$ cat src/rtl/nrzi_tx_pkg.sv
package nrzi_tx_pkg;
  typedef enum logic [2:0] {
    ST_IDLE,
    ST_PRESET,
    ST_BITS,
    ST_SE0,
    ST_EOPJ
  } tx_state_e;

  localparam logic [7:0] SYNC_BYTE = 8'h80;
  localparam int         STUFF_RUN = 6;
  localparam int         SE0_SLOTS = 2;
endpackage

$ cat src/rtl/nrzi_txbuf.sv
module nrzi_txbuf #(
  parameter int DEPTH = 11,
  parameter int AW    = 4
) (
  input  logic          clk,
  input  logic          we_i,
  input  logic [AW-1:0] waddr_i,
  input  logic [7:0]    wdata_i,
  input  logic [AW-1:0] raddr_i,
  output logic [7:0]    rdata_o
);
  logic [7:0] mem [DEPTH];

  always_ff @(posedge clk) begin
    if (we_i && (int'(waddr_i) < DEPTH)) mem[waddr_i] <= wdata_i;
  end

  always_ff @(posedge clk) begin
    if (int'(raddr_i) < DEPTH) rdata_o <= mem[raddr_i];
    else                       rdata_o <= '0;
  end
endmodule

$ cat src/rtl/nrzi_bit_timer.sv
module nrzi_bit_timer #(
  parameter int BIT_CLKS = 12
) (
  input  logic clk,
  input  logic rst,
  input  logic run_i,
  input  logic prime_i,
  output logic tick_o
);
  localparam int CW = (BIT_CLKS > 1) ? $clog2(BIT_CLKS) : 1;
  localparam logic [CW-1:0] LAST = CW'(BIT_CLKS - 1);

  logic [CW-1:0] cnt;

  always_ff @(posedge clk) begin
    if (rst)            cnt <= '0;
    else if (prime_i)   cnt <= LAST;
    else if (run_i)     cnt <= (cnt == LAST) ? '0 : cnt + 1'b1;
    else                cnt <= '0;
  end

  assign tick_o = run_i && (cnt == LAST);

  // bit slots are spaced a full bit period apart
  a_r3_tick_spacing: assert property (@(posedge clk) disable iff (rst)
    (tick_o && run_i && (BIT_CLKS > 1)) |=> !tick_o);
endmodule

$ cat src/rtl/nrzi_tx_core.sv
module nrzi_tx_core
  import nrzi_tx_pkg::*;
#(
  parameter int MAX_LEN = 12,
  parameter int AW      = 4,
  parameter int LEN_W   = 4
) (
  input  logic             clk,
  input  logic             rst,
  input  logic             start_i,
  input  logic             kind_i,
  input  logic [LEN_W-1:0] len_i,
  input  logic [7:0]       pid_i,
  input  logic [7:0]       rd_q_i,
  input  logic             tick_i,
  output logic [AW-1:0]    rd_addr_o,
  output logic             run_o,
  output logic             prime_o,
  output logic             dp_o,
  output logic             dm_o,
  output logic             oe_o,
  output logic             busy_o,
  output logic             done_o,
  output logic             commit_o
);
  tx_state_e        state;
  logic [7:0]       shreg;
  logic [3:0]       bits_left;
  logic [LEN_W-1:0] bytes_left;
  logic [2:0]       ones;
  logic             hs_q;
  logic [7:0]       pid_q;
  logic             slot_n;
  logic [LEN_W-1:0] len_eff;
  logic [7:0]       next_byte;
  logic             stuff_now;

  always_comb begin
    if (len_i < LEN_W'(2))            len_eff = LEN_W'(2);
    else if (len_i > LEN_W'(MAX_LEN)) len_eff = LEN_W'(MAX_LEN);
    else                              len_eff = len_i;
  end

  assign next_byte = hs_q ? pid_q : rd_q_i;
  assign stuff_now = (ones == 3'(STUFF_RUN));
  assign run_o     = (state == ST_BITS) || (state == ST_SE0) || (state == ST_EOPJ);
  assign prime_o   = (state == ST_PRESET);
  assign commit_o  = (state == ST_EOPJ) && tick_i && !hs_q;

  always_ff @(posedge clk) begin
    if (rst) begin
      state      <= ST_IDLE;
      shreg      <= '0;
      bits_left  <= '0;
      bytes_left <= '0;
      ones       <= '0;
      hs_q       <= 1'b0;
      pid_q      <= '0;
      slot_n     <= 1'b0;
      rd_addr_o  <= '0;
      dp_o       <= 1'b0;
      dm_o       <= 1'b0;
      oe_o       <= 1'b0;
      busy_o     <= 1'b0;
      done_o     <= 1'b0;
    end else begin
      done_o <= 1'b0;
      case (state)
        ST_IDLE: begin
          if (start_i) begin
            state      <= ST_PRESET;
            busy_o     <= 1'b1;
            dp_o       <= 1'b0;
            dm_o       <= 1'b1;
            oe_o       <= 1'b0;
            shreg      <= SYNC_BYTE;
            bits_left  <= 4'd8;
            bytes_left <= kind_i ? LEN_W'(1) : len_eff - LEN_W'(1);
            ones       <= '0;
            hs_q       <= kind_i;
            pid_q      <= pid_i;
            rd_addr_o  <= '0;
          end
        end
        ST_PRESET: begin
          state <= ST_BITS;
          oe_o  <= 1'b1;
        end
        ST_BITS: begin
          if (tick_i) begin
            if (stuff_now) begin
              dp_o <= ~dp_o;
              dm_o <= ~dm_o;
              ones <= '0;
            end else if (bits_left != 4'd0) begin
              if (shreg[0]) begin
                ones <= ones + 3'd1;
              end else begin
                dp_o <= ~dp_o;
                dm_o <= ~dm_o;
                ones <= '0;
              end
              if ((bits_left == 4'd1) && (bytes_left != '0)) begin
                shreg      <= next_byte;
                bits_left  <= 4'd8;
                bytes_left <= bytes_left - LEN_W'(1);
                if (!hs_q) rd_addr_o <= rd_addr_o + 1'b1;
              end else begin
                shreg     <= {1'b0, shreg[7:1]};
                bits_left <= bits_left - 4'd1;
              end
            end else begin
              state  <= ST_SE0;
              dp_o   <= 1'b0;
              dm_o   <= 1'b0;
              slot_n <= 1'b0;
            end
          end
        end
        ST_SE0: begin
          if (tick_i) begin
            if (slot_n == 1'(SE0_SLOTS - 1)) begin
              state <= ST_EOPJ;
              dm_o  <= 1'b1;
            end else begin
              slot_n <= 1'b1;
            end
          end
        end
        ST_EOPJ: begin
          if (tick_i) begin
            state  <= ST_IDLE;
            oe_o   <= 1'b0;
            dp_o   <= 1'b0;
            dm_o   <= 1'b0;
            busy_o <= 1'b0;
            done_o <= 1'b1;
          end
        end
        default: state <= ST_IDLE;
      endcase
    end
  end

  // drivers are enabled only onto an idle J level
  a_r2_j_before_enable: assert property (@(posedge clk) disable iff (rst)
    $rose(oe_o) |-> $past(!dp_o && dm_o));

  // the line only moves at a bit slot
  a_r3_hold_between_slots: assert property (@(posedge clk) disable iff (rst)
    (state == ST_BITS && !tick_i) |=> $stable({dp_o, dm_o}));

  // during the bit phase the line is always a differential J or K
  a_r3_differential: assert property (@(posedge clk) disable iff (rst)
    (state == ST_BITS) |-> (dp_o != dm_o));

  // a full run of ones forces a toggle in the next slot
  a_r4_stuff_toggle: assert property (@(posedge clk) disable iff (rst)
    (state == ST_BITS && tick_i && stuff_now) |=> (dp_o != $past(dp_o)));

  // end of packet holds both wires low while driven
  a_r7_se0_level: assert property (@(posedge clk) disable iff (rst)
    (state == ST_SE0) |-> (!dp_o && !dm_o && oe_o));

  // release leaves both wires low, clears busy and pulses done
  a_r7_release: assert property (@(posedge clk) disable iff (rst)
    $fell(oe_o) |-> (done_o && !busy_o && !dp_o && !dm_o));

  // drivers are never on outside a busy window
  a_r9_oe_inside_busy: assert property (@(posedge clk) disable iff (rst)
    oe_o |-> busy_o);

  // a packet in progress is never restarted
  a_r9_no_restart: assert property (@(posedge clk) disable iff (rst)
    (state != ST_IDLE) |=> (state != ST_PRESET));
endmodule

$ cat src/rtl/nrzi_tx.sv
module nrzi_tx #(
  parameter int BIT_CLKS = 12,
  parameter int MAX_LEN  = 12,
  parameter int ADDR_W   = 7,
  localparam int BUF_DEPTH = MAX_LEN - 1,
  localparam int AW        = $clog2(BUF_DEPTH),
  localparam int LEN_W     = $clog2(MAX_LEN + 1)
) (
  input  logic              clk,
  input  logic              rst,
  input  logic              start_i,
  input  logic              kind_i,
  input  logic [LEN_W-1:0]  len_i,
  input  logic [7:0]        pid_i,
  input  logic              buf_we_i,
  input  logic [AW-1:0]     buf_waddr_i,
  input  logic [7:0]        buf_wdata_i,
  input  logic [ADDR_W-1:0] pend_addr_i,
  output logic              dp_o,
  output logic              dm_o,
  output logic              oe_o,
  output logic              busy_o,
  output logic              done_o,
  output logic [ADDR_W-1:0] dev_addr_o
);
  logic [AW-1:0] rd_addr;
  logic [7:0]    rd_q;
  logic          tick;
  logic          run;
  logic          prime;
  logic          commit;

  nrzi_txbuf #(.DEPTH(BUF_DEPTH), .AW(AW)) u_buf (
    .clk     (clk),
    .we_i    (buf_we_i),
    .waddr_i (buf_waddr_i),
    .wdata_i (buf_wdata_i),
    .raddr_i (rd_addr),
    .rdata_o (rd_q)
  );

  nrzi_bit_timer #(.BIT_CLKS(BIT_CLKS)) u_timer (
    .clk     (clk),
    .rst     (rst),
    .run_i   (run),
    .prime_i (prime),
    .tick_o  (tick)
  );

  nrzi_tx_core #(.MAX_LEN(MAX_LEN), .AW(AW), .LEN_W(LEN_W)) u_core (
    .clk       (clk),
    .rst       (rst),
    .start_i   (start_i),
    .kind_i    (kind_i),
    .len_i     (len_i),
    .pid_i     (pid_i),
    .rd_q_i    (rd_q),
    .tick_i    (tick),
    .rd_addr_o (rd_addr),
    .run_o     (run),
    .prime_o   (prime),
    .dp_o      (dp_o),
    .dm_o      (dm_o),
    .oe_o      (oe_o),
    .busy_o    (busy_o),
    .done_o    (done_o),
    .commit_o  (commit)
  );

  always_ff @(posedge clk) begin
    if (rst)         dev_addr_o <= '0;
    else if (commit) dev_addr_o <= pend_addr_i;
  end

  // the active address changes only at the release of a data packet
  a_r8_commit_on_data_release: assert property (@(posedge clk) disable iff (rst)
    !$stable(dev_addr_o) |-> ($past(commit) && done_o));
endmodule

$ cat config.mk
export PLATFORM = sky130hd
export DESIGN_NAME = nrzi_tx
export DESIGN_NICKNAME = d
export VERILOG_FILES = /design/src/rtl/nrzi_tx_pkg.sv /design/src/rtl/nrzi_txbuf.sv /design/src/rtl/nrzi_bit_timer.sv /design/src/rtl/nrzi_tx_core.sv /design/src/rtl/nrzi_tx.sv
export SDC_FILE = /design/constraint.sdc
export NUM_CORES = 1
export LEC_CHECK = 0
export ABC_AREA = 1
export BUFFER_PORTS_ARGS = -buffer_cell sky130_fd_sc_hd__buf_2
export CORE_ASPECT_RATIO = 2
export CORE_MARGIN = 2
export CORE_UTILIZATION = 55
export DETAILED_ROUTE_END_ITERATION = 12
export GPL_ROUTABILITY_DRIVEN = 0
export HOLD_SLACK_MARGIN = 0.06
export PLACE_DENSITY = 0.74
export SLEW_MARGIN = 40
export SYNTH_ARGS = -nofsm -noshare
export SYNTH_HDL_FRONTEND = slang
export SYNTH_SLANG_ARGS = --single-unit
$ cat constraint.sdc
create_clock -name clk -period 2.55 [get_ports clk]
set_input_delay 0.3825 -clock clk [delete_from_list [all_inputs] [get_ports clk]]
set_output_delay 0.3825 -clock clk [all_outputs]
set_load 0.02 [all_outputs]
==> results.cfg, run 1 <==
[drt]
drt_first_iter_violations = 263
antenna_left = 0
drc = 0
dr.pass1.iters = 5
routed_wl_mm = 15.5
routedWlPerCell_um = 17.1
vias = 5100
via_per_inst = 5.63

[timing]
fin_crit_sh_pct = 76.9
rsz0062_at_grt = no
hold_viol = 0
setup_viol = 0
worstMarginPinSlew_ns = 0.841
setup_tns_ns = 0
drv_slew = 0
fin_crit_ns = 1.96
max_freq_mhz = 510
slew_headroom_pct = 43.9
final.setup.worst_slack_ns = 0.589
fin_skew_ns = 0.00969

[run]
drv_cap = 0

[worst_setup_path]
cpPeakStageDelay_ns = 0.44
cp.arrival_ns = 2.31
endpoint_kind = flop
required_ns = 2.90
cpMostUsedCell = nand3_1
criticalPathCategory = flop to flop
crit_family = simple AND/OR/NAND/NOR gates
path_buf_inv = 2
crit_fanout = 13
crit_chain = inv_1, ha_1, nand3_1, inv_1, nand2_1, nand3_1, nor2_2, nand3_1, a21oi_1
crit_slowest_cell = nor2_2
critPathLaunchType = flop

[logic_synthesis]
ys_types = 34
synth_edf_count = 88
syn_area_sq_um = 6420
ys.flop_type = edfxtp_1
yosysWarnings = 0
synthCells = 706
ys_async_sr_fraction_pct = 0
seq_area_frac_synth_pct = 59.8
syn_nets = 750
syn_area_per_cell_sq_um = 9.10
synth.ff_latch_count = 148

[placement]
dp_hpwl_mm = 11.1
io_buffers = 47
post-place-ws_ns = 0.520

[min_path]
hold_path_class = primary input to flop

[cts]
clock_sinks = 148
cts.clk_slew.worst_paths_ns = 0.07
clk_latency_ns = 0.43
cts.repair.resized = 0
clockBufferDepth = 2
ctsHoldBuffers = 0
post_cts_buffers = 0
numCtsBuffers = 17
cts_tree = yes
root_buffer = clkbuf_16
cts_max_level = 4

[pwr]
total_power_mw = 7.90
power_density_nw_per_um2 = 1070
ir_drop_mv = 0.832
cellLeakagePower_nw = 2.93

[global_routing]
antenna_found_initial = 0
grt_pass1_wl_mm = 24.4
grt_overflow = 0
grt_max_degree = 54
grt_pass1_vias = 5131
grt_use_total_pct = 26.2

[floorplan]
fp.coreArea_sq_um = 11400
die_h_um = 157
floorplan.initialDensity_pct = 56.6
core.rowCount = 55
dieArea_sq_um = 12600
fp.dieW_um = 80.4
ioPinCount = 48

[final_layout]
nets = 795
num_antenna_cells = 0
area_growth_pct = 14.6
drive_gt1_share_pct = 14.1

[run_status]
status = completed
-- synthesized netlist by cell type, drive strengths merged, types with 4 or more instances --
| cell | n | share of area [%] |
|---|---|---|
| a21oi | 52 | 4.1 |
| buf | 8 | 0.80 |
| clkbuf | 21 | 1.2 |
| dfxtp | 60 | 19 |
| edfxtp | 88 | 41 |
| ha | 8 | 1.6 |
| inv | 59 | 3.4 |
| nand2 | 138 | 8.3 |
| nand3 | 49 | 4.0 |
| nand4 | 4 | 0.39 |
| nor2 | 107 | 6.7 |
| nor3 | 4 | 0.31 |
| o211ai | 10 | 1.2 |
| o21ai | 81 | 6.3 |
-- cell families after synthesis --
logic type	after synthesis	synth area share (%)
DFF	148	59.8
muxes	1	0.156
AOI/OAI and AO/OA	150	12.3
adders and majority gates	8	1.56
xor gates and xnor gates	2	0.273
buffers and inverters	90	5.59
and+or+nand+nor	307	20.3
-- metrics by stage --
| stage | instance area, sq um | utilization, % | hold slack, ns | std cells |
|---|---|---|---|---|
| global placement | 6770 | 59.6 | 0.436 | 874 |
| floorplan | 6420 | - | 0.424 | 706 |
| global route | 7360 | 64.8 | 0.241 | 906 |
| finish | 7360 | 64.8 | 0.219 | 906 |
| detailed placement | 6770 | 59.6 | 0.443 | 874 |
| CTS | 7360 | 64.8 | 0.213 | 906 |
-- worst min-delay path: cells and delay by family --
family / cells / cell delay [ns]
AO/OA/AOI/OAI: 1 / 0.07
AND/OR/NAND/NOR: 1 / 0.08
buffers and inverters: 1 / 0.07
-- final timing paths --
path                           to  slack [ns]                start  depth (start not counted)
max          u_core.bytes_left[2]        0.59  u_core.bits_left[0]                          9
min                 dev_addr_o[5]        0.22       pend_addr_i[5]                          3
max reg2reg  u_core.bytes_left[2]        0.59  u_core.bits_left[0]                          9
min reg2reg       u_core.pid_q[2]        0.45      u_core.pid_q[2]                          2
-- cells in the final DEF, fill, tap and decap left out, types with 8 or more instances in the layout --
cell	count
o211ai_1	10
a21oi_1	52
buf_4	8
dfxtp_1	60
nor2_1	100
nand3_1	47
clkbuf_16	17
inv_1	55
ha_1	8
buf_2	47
nand2_1	132
o21ai_0	75
edfxtp_1	88
-- final cells by class --
cell class                 instances  area (sq um)
sequential                       148          3840
fill                             905          4000
inverter                          61           229
clock inverter                    15           169
tap                              142           178
timing repair buffer              55           295
clock buffer                      17           425
multi-input combinational        468          2220
-- routing by layer --
metal	track usage [%]	vias up	wire length [um]
met4	15.4	0	703
met2	51.0	174	9020
met1	24.4	2397	5170
met5	0	-	0
met3	4.27	55	610
li1	-	2474	-
-- sequential cells by signal, indices dropped and copies added (netlist names), 3 cells and up --
name               cells
u_core.ones            3
u_core.bits_left       4
u_buf.rdata_o          8
dev_addr_o             7
u_buf.mem             88
u_core.bytes_left      4
u_core.state           3
u_core.rd_addr_o       4
u_timer.cnt            4
u_core.shreg           8
u_core.pid_q           8
-- power by group --
| group | switching (mW) | internal (mW) |
|---|---|---|
| clock | 1.04 | 1.47 |
| combinational | 1.60 | 0.738 |
| sequential | 0.222 | 2.83 |
| total | 2.87 | 5.04 |
(Power assumes the default switching activity.)
==> run 2, diff against run 1 <==
--- a/config.mk
+++ b/config.mk
@@ -9,11 +9,11 @@
 export BUFFER_PORTS_ARGS = -buffer_cell sky130_fd_sc_hd__buf_2
 export CORE_ASPECT_RATIO = 2
 export CORE_MARGIN = 2
-export CORE_UTILIZATION = 55
+export CORE_UTILIZATION = 54
 export DETAILED_ROUTE_END_ITERATION = 12
 export GPL_ROUTABILITY_DRIVEN = 0
 export HOLD_SLACK_MARGIN = 0.06
-export PLACE_DENSITY = 0.74
+export PLACE_DENSITY = 0.76
 export SLEW_MARGIN = 40
 export SYNTH_ARGS = -nofsm -noshare
 export SYNTH_HDL_FRONTEND = slang
==> constraint.sdc (replaced) <==
create_clock -name clk -period 1.8 [get_ports clk]
set_input_delay 0.27 -clock clk [delete_from_list [all_inputs] [get_ports clk]]
set_output_delay 0.27 -clock clk [all_outputs]
set_load 0.02 [all_outputs]
==> results.cfg, run 2 (synthesized netlist as in run 1, its figures left out) <==
[floorplan]
die_h_um = 158
floorplan.initialDensity_pct = 55.2
fp.dieW_um = 81.1
core.rowCount = 56
dieArea_sq_um = 12800
ioPinCount = 48
fp.coreArea_sq_um = 11600

[cts]
cts_max_level = 4
clk_latency_ns = 0.43
cts_tree = yes
cts.clk_slew.worst_paths_ns = 0.07
clockBufferDepth = 2
root_buffer = clkbuf_16
ctsHoldBuffers = 0
clock_sinks = 148
numCtsBuffers = 17

[worst_setup_path]
crit_fanout = 10
worstSetupStartpoint = u_core.state[1]
endpoint_kind = flop
criticalPathCategory = flop to flop
critPathLaunchType = flop
rr_startpoint = u_core.state[1]
required_ns = 2.14
r2r_slack_ns = 0.07
cp.arrival_ns = 2.07

[final_layout]
register_area_sq_um = 3850
fin_util_pct = 65.1
fillers = 935
drive_gt1_share_pct = 17.4
num_antenna_cells = 0
area_growth_pct = 18.0
nets = 813
regMostFlops = u_buf.mem
largest_register_ffs = 88
final_cell_mix = nand2_1 (131), nor2_1 (99), edfxtp_1 (88)
final_common_cell = nand2_1
multi_input_area_sq_um = 2270

[pwr]
ir_drop_mv = 0.985
power_density_nw_per_um2 = 1510
cellLeakagePower_nw = 3.06

[placement]
io_buffers = 47
dp_hpwl_mm = 10.8
post-place-ws_ns = 0.00661

[drt]
vias = 5256
via_per_inst = 5.67
drt_first_iter_violations = 271
antenna_left = 0
routedWlPerCell_um = 16.5
dr.pass1.iters = 5
drc = 0
routed_wl_mm = 15.3

[min_path]
holdCritStartpoint = pend_addr_i[0]
hold_path_class = primary input to flop

[timing]
fin_crit_sh_pct = 96.0
worstMarginPinSlew_ns = 0.493
hold_viol = 0
slew_headroom_pct = 66.9
final.setup.worst_slack_ns = 0.0719
fin_skew_ns = 0.0150
max_freq_mhz = 579
fin_crit_ns = 1.73
setup_viol = 0
drv_slew = 0

[global_routing]
grt_overflow = 0
grt_pass1_wl_mm = 24.4
antenna_found_initial = 0
grt_use_total_pct = 25.6
grt_pass1_vias = 5284
grt_max_degree = 41

[run]
drv_cap = 0

[run_status]
status = completed
==> run 2: cell count changes in the layout (fill, tap and decap cells not counted), moves of 2 or more <==
| cell | before | now |
|---|---|---|
| buf_12 | 0 | 2 |
| buf_4 | 8 | 24 |
| bufinv_16 | 2 | 0 |
| clkinv_4 | 1 | 3 |
| clkinv_8 | 0 | 4 |
| clkinvlp_4 | 3 | 0 |
| dfxtp_1 | 60 | 58 |
| dfxtp_2 | 0 | 2 |
| inv_8 | 3 | 5 |
==> run 2: final timing paths <==
kind,endpoint,cells past startpoint
max,u_core.rd_addr_o[0],9
min,dev_addr_o[0],3
min reg2reg,u_core.pid_q[0],2
max reg2reg,u_core.rd_addr_o[0],9
==> run 2: layout make-up <==
class,instances,area share [%]
clock buffers,17,5.61
clock inverters,15,2.30
inverters,61,3.02
multi-input cells,468,29.9
flip-flops and latches,148,50.8
well taps,145,2.39
repair buffers,73,6.01
==> run 2: metal layers <==
metal | track usage, % | share of wire (%) | vias up
met5 | 0 | 0 | -
met4 | 17.9 | 5.7 | 0
met3 | 4.96 | 4.1 | 70
met2 | 48.0 | 56 | 203
met1 | 23.6 | 34 | 2470
li1 | - | - | 2513
==> run 2: where the power goes <==
group          total, mW  internal [mW]  switching, mW
combinational       3.64           1.26           2.38
sequential          4.32           4.02          0.298
clock               3.46           1.87           1.59
==> run 2: what timing repair did <==
item,CTS,global route
endpoints found under the setup margin,3,32
setup buffers,0,2
gates resized for setup,1,12
pin swaps,0,3
==> run 2: metrics by stage <==
stage	instances	hold slack (ns)	power, mW	cell area [sq um]	setup TNS, ns
3_5_place_dp	893	0.448	7.77	6910	0
6_report	927	0.103	11.4	7580	0
5_1_grt	927	0.113	12.1	7580	-0.0119
2_1_floorplan	706	0.369	6.82	6420	0
4_1_cts	925	0.101	11.3	7520	-0.00806
3_3_place_gp	893	0.437	7.61	6910	0
==> run 2: worst max-delay path: stages, from the launching register on <==
cell and delay [ns]:
dfxtp_1 0.45, inv_2 0.08, nor2_4 0.16, nand2_2 0.19
buf_4 0.22, a21oi_1 0.16, inv_1 0.07, nand3_2 0.12
nand2_1 0.06, a21oi_1 0.15
==> run 3, diff against run 2 <==
--- a/config.mk
+++ b/config.mk
@@ -8,12 +8,11 @@
 export ABC_AREA = 1
 export BUFFER_PORTS_ARGS = -buffer_cell sky130_fd_sc_hd__buf_2
 export CORE_ASPECT_RATIO = 2
-export CORE_MARGIN = 2
 export CORE_UTILIZATION = 54
 export DETAILED_ROUTE_END_ITERATION = 12
 export GPL_ROUTABILITY_DRIVEN = 0
 export HOLD_SLACK_MARGIN = 0.06
-export PLACE_DENSITY = 0.76
+export PLACE_DENSITY = 0.8
 export SLEW_MARGIN = 40
 export SYNTH_ARGS = -nofsm -noshare
 export SYNTH_HDL_FRONTEND = slang
==> results.cfg, run 3 (synthesized netlist as in run 1, its figures left out) <==
[timing]
hold_viol = 0
worstMarginPinSlew_ns = 0.474
drv_slew = 0
fin_skew_ns = 0.00817
setup_viol = 0
slew_headroom_pct = 68.4
fin_crit_sh_pct = 95.8
fin_crit_ns = 1.72
max_freq_mhz = 580
hold_slack_ns = 0.103

[cts]
cts_max_level = 4
cts_tree = yes
clk_latency_ns = 0.43
root_buffer = clkbuf_16
clockBufferDepth = 2
ctsHoldBuffers = 0
cts.clk_slew.worst_paths_ns = 0.07
numCtsBuffers = 17
clock_sinks = 148

[pwr]
ir_drop_mv = 1.13
cellLeakagePower_nw = 3.06
power_density_nw_per_um2 = 1510

[floorplan]
dieArea_sq_um = 12400
fp.dieW_um = 79.1
core.rowCount = 56
fp.coreArea_sq_um = 11600
floorplan.initialDensity_pct = 55.2
die_h_um = 156
ioPinCount = 48

[global_routing]
antenna_found_initial = 0
grt_max_degree = 37
grt_pass1_vias = 5146
grt_pass1_wl_mm = 23.0
grt_use_total_pct = 24.9
grt_overflow = 0

[final_layout]
largest_register_ffs = 88
final_common_cell = nand2_1
finalInstanceArea_sq_um = 7560
drive_gt1_share_pct = 17.3
nets = 815
num_antenna_cells = 0
regMostFlops = u_buf.mem
final_cell_mix = nand2_1 (131), nor2_1 (99), edfxtp_1 (88)
area_growth_pct = 17.7

[drt]
dr.pass1.iters = 6
drc = 0
routedWlPerCell_um = 15.8
routed_wl_mm = 14.7
vias = 5266
antenna_left = 0
drt_first_iter_violations = 322
via_per_inst = 5.67

[placement]
io_buffers = 47
placed_area_sq_um = 6910
dp_hpwl_mm = 10.5

[worst_setup_path]
criticalPathCategory = flop to flop
crit_fanout = 5
required_ns = 2.17
r2r_end = u_core.ones[2]
cp.arrival_ns = 2.09
endpoint_kind = flop
rr_worst_depth = 9
r2r_slack_ns = 0.08
rr_startpoint = u_timer.cnt[0]
critPathLaunchType = flop

[run_status]
status = completed

[min_path]
holdCritStartpoint = pend_addr_i[2]
hold_path_class = primary input to flop
min_to = dev_addr_o[2]
whs_path_depth = 3

[run]
drv_cap = 0
[run 3: worst max-delay path, cell delays in order, from the launching register on]
cell and delay, ns:
dfxtp_1 0.36, ha_1 0.21, nand3_1 0.17, inv_1 0.17, nand2_1 0.13, nand2_2 0.17
nand2_1 0.16, nor2_1 0.12, o21ai_1 0.06, nor2_1 0.10
[run 3: layout make-up]
type,instances,area [sq um]
Fill cell,892,4070
Multi-Input combinational cell,468,2250
Inverter,61,229
Timing Repair Buffer,75,458
Tap cell,145,181
Sequential cell,148,3850
Clock buffer,17,425
Clock inverter,15,176
[run 3: timing repair]
action                     4_1_cts  5_1_grt
cloned                           0        0
resized for setup                1        8
setup endpoints to repair        3       32
pin swaps                        0        2
setup buffers                    0        3
[run 3: how the worst max path moves through the flow]
stage                              startpoint  cells after the start  slack (ns)                  end
after floorplan           u_core.bits_left[0]                      9        0.32      u_core.shreg[0]
after global placement    u_core.bits_left[1]                      9        0.07      u_core.state[1]
after detailed placement  u_core.bits_left[1]                      9       0.006      u_core.state[0]
after CTS                 u_core.bits_left[0]                      8        0.02  u_core.bits_left[1]
after global routing      u_core.bits_left[1]                     10       -0.01      u_core.shreg[6]
final                          u_timer.cnt[0]                      9        0.08       u_core.ones[2]
[run 3: report_power, final]
part / switching (mW) / internal [mW] / leakage, nW / total [mW]
clock: 1.56 / 2.00 / 0.301 / 3.56
sequential: 0.301 / 4.02 / 1.29 / 4.32
combinational: 2.31 / 1.25 / 1.48 / 3.56
[run 3: routing by layer]
metal	vias up	routed length, um	GRT usage, %
met5	-	0	0
li1	2515	-	-
met3	70	641	6.65
met4	0	892	17.6
met1	2477	4850	21.6
met2	204	8290	47.2
[run 3: through the flow]
step / total power [mW] / cells / util [%] / worst slack, ns / setup TNS (ns)
detailed placement: 7.75 / 894 / 59.4 / 0.00627 / 0
floorplan: 6.82 / 706 / - / 0.317 / 0
finish: 11.4 / 929 / 65.0 / 0.0755 / 0
global placement: 7.58 / 894 / 59.4 / 0.0728 / 0
global route: 12.1 / 929 / 65.0 / -0.0145 / -0.0252
CTS: 11.3 / 926 / 64.6 / 0.0166 / 0
